File: config.mk
export PLATFORM = sky130hd
export DESIGN_NAME = sfr_receiver
export DESIGN_NICKNAME = d
export VERILOG_FILES = /design/src/rtl/sfr_pkg.sv /design/src/rtl/sfr_sync.sv /design/src/rtl/sfr_shifter.sv /design/src/rtl/sfr_latch.sv /design/src/rtl/sfr_receiver.sv
export SDC_FILE = /design/constraint.sdc
export NUM_CORES = 1
export LEC_CHECK = 0
export ABC_CLOCK_PERIOD_IN_PS = 6600
export BUFFER_PORTS_ARGS = -buffer_cell sky130_fd_sc_hd__buf_2
export CAP_MARGIN = 10
export CORE_ASPECT_RATIO = 2
export CORE_UTILIZATION = 35
export CTS_BUF_LIST = sky130_fd_sc_hd__clkbuf_8
export DETAILED_ROUTE_END_ITERATION = 12
export REMOVE_ABC_BUFFERS = 1
export SLEW_MARGIN = 30
export SYNTH_ARGS = -nofsm -noshare
export SYNTH_HDL_FRONTEND = slang
export SYNTH_HIERARCHICAL = 1
export SYNTH_SLANG_ARGS = --single-unit
File: constraint.sdc
create_clock -name clk -period 6.6 [get_ports clk]
set_input_delay 0.99 -clock clk [delete_from_list [all_inputs] [get_ports clk]]
set_output_delay 0.99 -clock clk [all_outputs]
set_load 0.01 [all_outputs]
File: src/rtl/sfr_pkg.sv
package sfr_pkg;
  localparam int ADDR_W    = 8;
  localparam int PAY_W     = 40;
  localparam int SEG_N     = 54;
  localparam int HALF_A    = 28;
  localparam int FRAME_LEN = ADDR_W + PAY_W;
  // bits kept in the buffer: address, lower-half segments, two control bits
  localparam int STORE_LEN = ADDR_W + HALF_A + 2;

  function automatic logic frame_ok(input logic [ADDR_W-1:0] addr,
                                    input logic [ADDR_W-1:0] dev,
                                    input int unsigned cnt,
                                    input int unsigned len);
    return (addr == dev) && (cnt == len);
  endfunction

  function automatic int unsigned cnt_next(input int unsigned cnt, input int unsigned len);
    // saturate one past the frame length so overlong frames stay detectable
    return (cnt > len) ? cnt : cnt + 1;
  endfunction
endpackage

File: src/rtl/sfr_sync.sv
module sfr_sync #(
  parameter int W      = 3,
  parameter int STAGES = 2
) (
  input  logic         clk,
  input  logic         rst_n,
  input  logic [W-1:0] d,
  output logic [W-1:0] q
);
  logic [W-1:0] stage [STAGES];

  always_ff @(posedge clk or negedge rst_n) begin
    if (!rst_n) stage[0] <= '0;
    else        stage[0] <= d;
  end

  for (genvar s = 1; s < STAGES; s++) begin : g_stage
    always_ff @(posedge clk or negedge rst_n) begin
      if (!rst_n) stage[s] <= '0;
      else        stage[s] <= stage[s-1];
    end
  end

  assign q = stage[STAGES-1];
endmodule

File: src/rtl/sfr_shifter.sv
module sfr_shifter #(
  parameter int FRAME_LEN = 48,
  parameter int STORE_LEN = 38,
  parameter int CNT_W     = $clog2(FRAME_LEN + 2)
) (
  input  logic                 clk,
  input  logic                 rst_n,
  input  logic                 en_s,
  input  logic                 sck_s,
  input  logic                 dat_s,
  output logic [STORE_LEN-1:0] frame,
  output logic                 last_bit,
  output logic [CNT_W-1:0]     bit_cnt,
  output logic                 en_fall
);
  import sfr_pkg::*;

  logic en_q, sck_q;
  logic en_rise, sck_rise;

  assign en_rise  =  en_s & ~en_q;
  assign en_fall  = ~en_s &  en_q;
  assign sck_rise =  sck_s & ~sck_q & en_s;

  always_ff @(posedge clk or negedge rst_n) begin
    if (!rst_n) begin
      en_q  <= 1'b0;
      sck_q <= 1'b0;
    end else begin
      en_q  <= en_s;
      sck_q <= sck_s;
    end
  end

  always_ff @(posedge clk or negedge rst_n) begin
    if (!rst_n) begin
      bit_cnt  <= '0;
      frame    <= '0;
      last_bit <= 1'b0;
    end else if (en_rise) begin
      bit_cnt  <= '0;
      frame    <= '0;
      last_bit <= 1'b0;
    end else if (sck_rise) begin
      if (bit_cnt < CNT_W'(STORE_LEN)) frame[bit_cnt] <= dat_s;
      last_bit <= dat_s;
      bit_cnt  <= CNT_W'(cnt_next(32'(bit_cnt), FRAME_LEN));
    end
  end
endmodule

File: src/rtl/sfr_latch.sv
module sfr_latch #(
  parameter int SEG_N  = 54,
  parameter int HALF_A = 28,
  parameter int PLD_W  = HALF_A + 2
) (
  input  logic             clk,
  input  logic             rst_n,
  input  logic             accept,
  input  logic             sel_hi,
  input  logic [PLD_W-1:0] pld,
  output logic [SEG_N-1:0] seg_data,
  output logic             pwr_save,
  output logic             blank_all,
  output logic             upd_strobe,
  output logic             data_valid
);
  localparam int HALF_B = SEG_N - HALF_A;

  logic got_lo, got_hi;

  always_ff @(posedge clk or negedge rst_n) begin
    if (!rst_n) begin
      seg_data   <= '0;
      pwr_save   <= 1'b0;
      blank_all  <= 1'b0;
      upd_strobe <= 1'b0;
      got_lo     <= 1'b0;
      got_hi     <= 1'b0;
    end else begin
      upd_strobe <= accept;
      if (accept) begin
        if (!sel_hi) begin
          seg_data[HALF_A-1:0] <= pld[HALF_A-1:0];
          pwr_save             <= pld[HALF_A];
          blank_all            <= pld[HALF_A+1];
          got_lo               <= 1'b1;
        end else begin
          seg_data[SEG_N-1:HALF_A] <= pld[HALF_B-1:0];
          got_hi                   <= 1'b1;
        end
      end
    end
  end

  assign data_valid = got_lo & got_hi;
endmodule

File: src/rtl/sfr_receiver.sv
module sfr_receiver #(
  parameter int              SEG_N       = sfr_pkg::SEG_N,
  parameter int              HALF_A      = sfr_pkg::HALF_A,
  parameter int              SYNC_STAGES = 2,
  parameter logic [7:0]      DEV_ADDR    = 8'h44
) (
  input  logic             clk,
  input  logic             rst_n,
  input  logic             ser_en,
  input  logic             ser_clk,
  input  logic             ser_dat,
  output logic [SEG_N-1:0] seg_data,
  output logic             pwr_save,
  output logic             blank_all,
  output logic             upd_strobe,
  output logic             data_valid
);
  import sfr_pkg::*;

  localparam int STORE = ADDR_W + HALF_A + 2;
  localparam int CNT_W = $clog2(FRAME_LEN + 2);

  logic [2:0]       sync_q;
  logic [STORE-1:0] frame_w;
  logic             sel_w;
  logic [CNT_W-1:0] bit_cnt;
  logic             en_fall_w;
  logic             accept_w;

  sfr_sync #(.W(3), .STAGES(SYNC_STAGES)) u_sync (
    .clk(clk), .rst_n(rst_n),
    .d({ser_en, ser_clk, ser_dat}),
    .q(sync_q)
  );

  sfr_shifter #(.FRAME_LEN(FRAME_LEN), .STORE_LEN(STORE), .CNT_W(CNT_W)) u_shift (
    .clk(clk), .rst_n(rst_n),
    .en_s(sync_q[2]), .sck_s(sync_q[1]), .dat_s(sync_q[0]),
    .frame(frame_w), .last_bit(sel_w), .bit_cnt(bit_cnt), .en_fall(en_fall_w)
  );

  assign accept_w = en_fall_w &&
                    frame_ok(frame_w[ADDR_W-1:0], DEV_ADDR, 32'(bit_cnt), FRAME_LEN);

  sfr_latch #(.SEG_N(SEG_N), .HALF_A(HALF_A), .PLD_W(HALF_A + 2)) u_latch (
    .clk(clk), .rst_n(rst_n),
    .accept(accept_w), .sel_hi(sel_w), .pld(frame_w[STORE-1:ADDR_W]),
    .seg_data(seg_data), .pwr_save(pwr_save), .blank_all(blank_all),
    .upd_strobe(upd_strobe), .data_valid(data_valid)
  );
endmodule

Word level (Yosys, flattened, before mapping)

Cells that the tools add are included.
Widths: inputs -> output; s select.

$add $sub $neg: 1
$lt $le $gt $ge: 4
Equality and inequality tests: 3
Muxes and demuxes: 11
Bitwise gates (word level): 9
Reductions and logical operators: 9

Operators by type and width:

| cell                | number |
|---|---|
| $mux 38             | 3 |
| $bwmux 38           | 1 |
| $mux 6              | 3 |
| $eq 8x7->1 const B  | 1 |
| $reduce_and 2->1    | 4 |
| $lt 6x7->1 const B  | 1 |
| $add 6x1->6 const B | 1 |
| $demux 1 s6         | 1 |
| $eq 6x6->1 const B  | 1 |
| $ge 6x1->1 const B  | 1 |
| $gt 6x6->1 const B  | 1 |
| $lt 6x6->1 const B  | 1 |
| $and 1x1->1         | 5 |
| $not 1->1           | 4 |
| $reduce_bool 2->1   | 2 |
| $logic_and 1x1->1   | 3 |
| $mux 1              | 3 |
| $ne 2x1->1 const B  | 1 |

Flip-flop bits (word level): 112
Input bits: 5
Output and inout bits: 58
Word-level logic and storage cells: 51

Longest topological paths before layout

Depth in word-level cells: 8
Gate-level depth with buffers: 7
Depth with buffers taken out: 6

Hierarchy

The synthesis kept the hierarchy.

Modules (own cells, without submodules):

| module       | instances | cells an instance | area an instance (µm²) | sequential area each (µm²) |
|---|---|---|---|---|
| sfr_shifter  | 1         | 246               | 2,491.1                | 1,176.1 |
| sfr_latch    | 1         | 125               | 2,278.4                | 1,476.4 |
| sfr_sync     | 1         | 9                 | 172.7                  | 150.1 |
| sfr_receiver | 1         | 5                 | 48.8                   | 0.0 |

Least setup slack after synthesis

OpenSTA, ideal clock, no wires.

Path kind: reg2reg
From: register u_shift.frame[1]
To: register u_latch.blank_all
Arrival time: 2.066 ns
Required time: 6.475 ns
Path slack: 4.409 ns
Stages on the path, launching flop included: 6
Path buffers: 1
Cell sequence: dfrtp_1 or4_1 nor4_2 nor2b_4 buf_6 mux2_2

Cells in the longest elaborated chain, start to end: 4

Ends and longest elaborated chain:

| what                              | line               | source |
|---|---|---|
| start: declaration                | sfr_shifter.sv:11  | `output logic [STORE_LEN-1:0] frame,` |
| start signal: indexed assignment  | sfr_shifter.sv:45  | `if (bit_cnt < CNT_W'(STORE_LEN)) frame[bit_cnt] <= dat_s;` |
| $eq 8x7->1                        | sfr_pkg.sv:14      | `return (addr == dev) && (cnt == len);` |
| $logic_and 1x1->1                 | sfr_pkg.sv:14      |  |
| $logic_and 1x1->1                 | sfr_receiver.sv:42 | `assign accept_w = en_fall_w &&` |
| via accept_w                      | sfr_receiver.sv:28 | `logic accept_w;` |
| $reduce_and 2->1 (no source line) | -                  |  |
| end signal: assignment            | sfr_latch.sv:35    | `blank_all <= pld[HALF_A+1];` |
| end: declaration                  | sfr_latch.sv:13    | `output logic blank_all,` |

The timed path passes the listed nets, and every way through them passes these cells.
A chain may end at the register's enable or synchronous reset.

Worst setup path in the final report

From: register u_shift.bit_cnt[0]
To: register u_latch.seg_data[0]

Cells in the longest elaborated chain, start to end: 4

Ends and longest elaborated chain:

| what                              | line               | source |
|---|---|---|
| start: declaration                | sfr_shifter.sv:13  | `output logic [CNT_W-1:0] bit_cnt,` |
| start signal: assignment          | sfr_shifter.sv:47  | `bit_cnt <= CNT_W'(cnt_next(32'(bit_cnt), FRAME_LEN));` |
| $eq 6x6->1                        | sfr_pkg.sv:14      |  |
| $logic_and 1x1->1                 | sfr_pkg.sv:14      |  |
| $logic_and 1x1->1                 | sfr_receiver.sv:42 |  |
| via accept_w                      | sfr_receiver.sv:28 |  |
| $reduce_and 2->1 (no source line) | -                  |  |
| end signal: indexed assignment    | sfr_latch.sv:33    | `seg_data[HALF_A-1:0] <= pld[HALF_A-1:0];` |
| end signal: indexed assignment    | sfr_latch.sv:38    | `seg_data[SEG_N-1:HALF_A] <= pld[HALF_B-1:0];` |
| end: declaration                  | sfr_latch.sv:11    | `output logic [SEG_N-1:0] seg_data,` |

The timed path passes the listed nets, and every way through them passes these cells.

==> metrics.cfg <==
[run_status]
status = finished clean

[worst_setup_path]
arrival_ns = 3.31
cp_max_fo = 31
critPathLaunchType = flip-flop
cp.required_ns = 6.85
r2r_start = u_shift/bit_cnt[0]$_DFFE_PN0P_
end_kind = flip-flop
critPathLaunch = u_shift/bit_cnt[0]$_DFFE_PN0P_
path_class = flip-flop to flip-flop

[timing]
maxSlewViolCount = 0
skew_ns = 0.0130
final.setup.tns_ns = 0
setup_viol = 0
max_freq_mhz = 327
min_period_ns = 3.06
max_slew.worst_pin.slew_ns = 0.940
rsz0062_at_grt = no
maxSlewHeadroom = 0.372
hold_viol = 0
finalCritPeriodShare = 0.463

[synth]
ys_warn_count = 6
synth.area.top_cells = dfrtp_1 (56%), mux2_2 (7.9%), mux2_4 (5.7%)
mappedNetlistArea_sq_mm = 0.00499
synth_ff_type = dfrtp_1
async_reset_ff_frac = 1.00
synth-edff-count = 0
synth_top_area_share = 0.562
synth_cell_type_count = 49
ys_ff_latch = 112
synth_area_per_cell_sq_um = 13.0
syn_inst = 385
synth_area_leader_cell = dfrtp_1
ys_seq_area_frac = 0.562

[hold_path]
hp-class = flip-flop to flip-flop
hold_start = u_sync/stage[3]$_DFF_PN0_

[route]
viasPerCell = 5.27
drt-total-wl_mm = 11.5
ant_nets = 0
first_iter_violations = 339
first_pass_iters = 4
vias = 3299
drc = 0
wl_per_cell_um = 18.3

[die]
die_h_um = 171
ios = 63
die_area_sq_mm = 0.0148
num_rows = 61
die_w_um = 86.4
initial_utilization = 0.359
fp.coreArea_sq_mm = 0.0139

[clock_tree]
cts-htree-levels = 3
cts_buffers = 9
cts_max_path_buffers = 2
cts_tree = built
cts_hold_buf = 0
post_cts_buffers = 0
cts_resized = 0
clk_pin_slew_ns = 0.10
clock_latency_ns = 0.37
cts_root_buf = clkbuf_8
cts_num_sinks = 112

[final_layout]
mostFrequentLayoutCells = dfrtp_1 (112), buf_2 (61), a21oi_1 (39)
multi_input_area_sq_mm = 0.00195
drive_gt1_frac = 0.357
area_delta_synth_final_pct = 11.2
n_fill_cell = 1373
antenna_cells = 0
layout_commonest_cell = dfrtp_1
final_nets = 438
final_area_sq_mm = 0.00555
register_area_sq_mm = 0.00280

[global_route]
grt_start_max_net_pins = 61
grt.total_usage = 0.165
grt_pass1_wl_mm = 18.6
antenna_found_initial = 0
grt_pass1_vias = 3385
grt_overflow = 0

[power_and_ir_drop]
p_leak_nw = 2.75
irDropWorstVdd_mv = 0.0955
power_density_mw_per_mm2 = 225
intPower_w = 0.000890
seqPwrFrac = 0.582
power_frac_comb = 0.102
swShare = 0.287
power_switching_w = 0.000358
p_clk_frac = 0.316

[placed_design]
postPlaceCellArea_sq_mm = 0.00534
gp_congestion = 0.850
portBuffers = 62
hpwlAfterDp_mm = 7.88

[flow_run]
maxCapViolCount = 0

==> synthesized netlist by cell type (all sizes together) (2+ instances only) <==
library cell and count:
buf 26, a41oi 2, nor2b 2, o31ai 37, and3b 4, mux2i 2, nor3b 6, nand2 10
a21oi 39, nand2b 2, nor2 2, nand3b 2, o21ai 36, dfrtp 112, nor3 4, a22o 2
o41ai 2, nand3 5, inv 6, clkbuf 3, mux2 56, a31oi 2, nor4 2, or3 6
and2 2
==> power groups by stage <==
| stage | clock, W | combinational, W | sequential, W |
|---|---|---|---|
| after floorplan | 0 | 0.0000767 | 0.000732 |
| after global placement | 0 | 0.000123 | 0.000737 |
| after detailed placement | 0 | 0.000123 | 0.000739 |
| after CTS | 0.000412 | 0.000124 | 0.000726 |
| after global routing | 0.000434 | 0.000142 | 0.000730 |
| final | 0.000394 | 0.000127 | 0.000726 |
==> state kept, by name, indices dropped and copies added, names as in the netlist <==
| signal | flops |
|---|---|
| u_latch/seg_data | 54 |
| u_shift/frame | 38 |
| u_shift/bit_cnt | 6 |
| u_sync/q | 3 |
| u_sync/stage | 3 |
| u_latch/blank_all | 1 |
| u_latch/got_hi | 1 |
| u_latch/got_lo | 1 |
| u_latch/pwr_save | 1 |
| u_latch/upd_strobe | 1 |
| u_shift/en_q | 1 |
| u_shift/last_bit | 1 |
| u_shift/sck_q | 1 |
==> worst max-delay path: stages, from the launching register on <==
cell and delay (ns):
dfrtp_1 0.61, or4b_1 0.62, nor4_2 0.44, nor2b_4 0.85
mux2_2 0.42
==> stage by stage <==
step / hold slack [ns] / power (W) / setup slack (ns) / utilization / cells
floorplan: 0.331 / 0.000808 / 3.97 / - / 356
global placement: 0.332 / 0.000859 / 3.66 / 0.384 / 609
detailed placement: 0.336 / 0.000862 / 3.53 / 0.384 / 609
CTS: 0.360 / 0.00126 / 3.51 / 0.398 / 625
global route: 0.374 / 0.00131 / 3.38 / 0.400 / 626
finish: 0.357 / 0.00125 / 3.54 / 0.400 / 626
==> layout make-up <==
type,count,area share
multi-input combinational,238,0.350
clock buffer,10,0.0248
clock inverter,6,0.00924
inverter,6,0.00406
sequential,112,0.505
timing repair buffer,65,0.0640
tap,189,0.0426
==> worst paths after layout <==
kind                                                    to  slack (ns)  cells past startpoint
setup / recovery           u_latch/seg_data[0]$_DFFE_PN0P_        3.54                      4
hold / removal                       u_sync/q[0]$_DFF_PN0_        0.36                      0
setup reg to reg           u_latch/seg_data[0]$_DFFE_PN0P_        3.54                      4
hold reg to reg                      u_sync/q[0]$_DFF_PN0_        0.36                      0
max in group asynchronous     u_shift/frame[8]$_DFFE_PN0P_        4.71                      2
min in group asynchronous  u_latch/seg_data[6]$_DFFE_PN0P_        0.63                      1
==> cells by family after synthesis <==
logic type,after synthesis,synth area share
AO/OA/AOI/OAI,125,0.156
adder cells (fa/ha/maj),1,0.00251
buffers and inverters,35,0.0499
flip-flops,112,0.562
multiplexers,58,0.145
AND/OR/NAND/NOR,54,0.0855
==> layer usage <==
layer	vias to the layer above	global-route usage	routed length, um	share of wire
met5	-	0	0	0
met4	0	0.0688	279	0.024
met3	16	0.0275	365	0.032
met2	85	0.303	6400	0.56
met1	1674	0.183	4430	0.39
li1	1524	-	-	-
(Power assumes the default switching activity.)
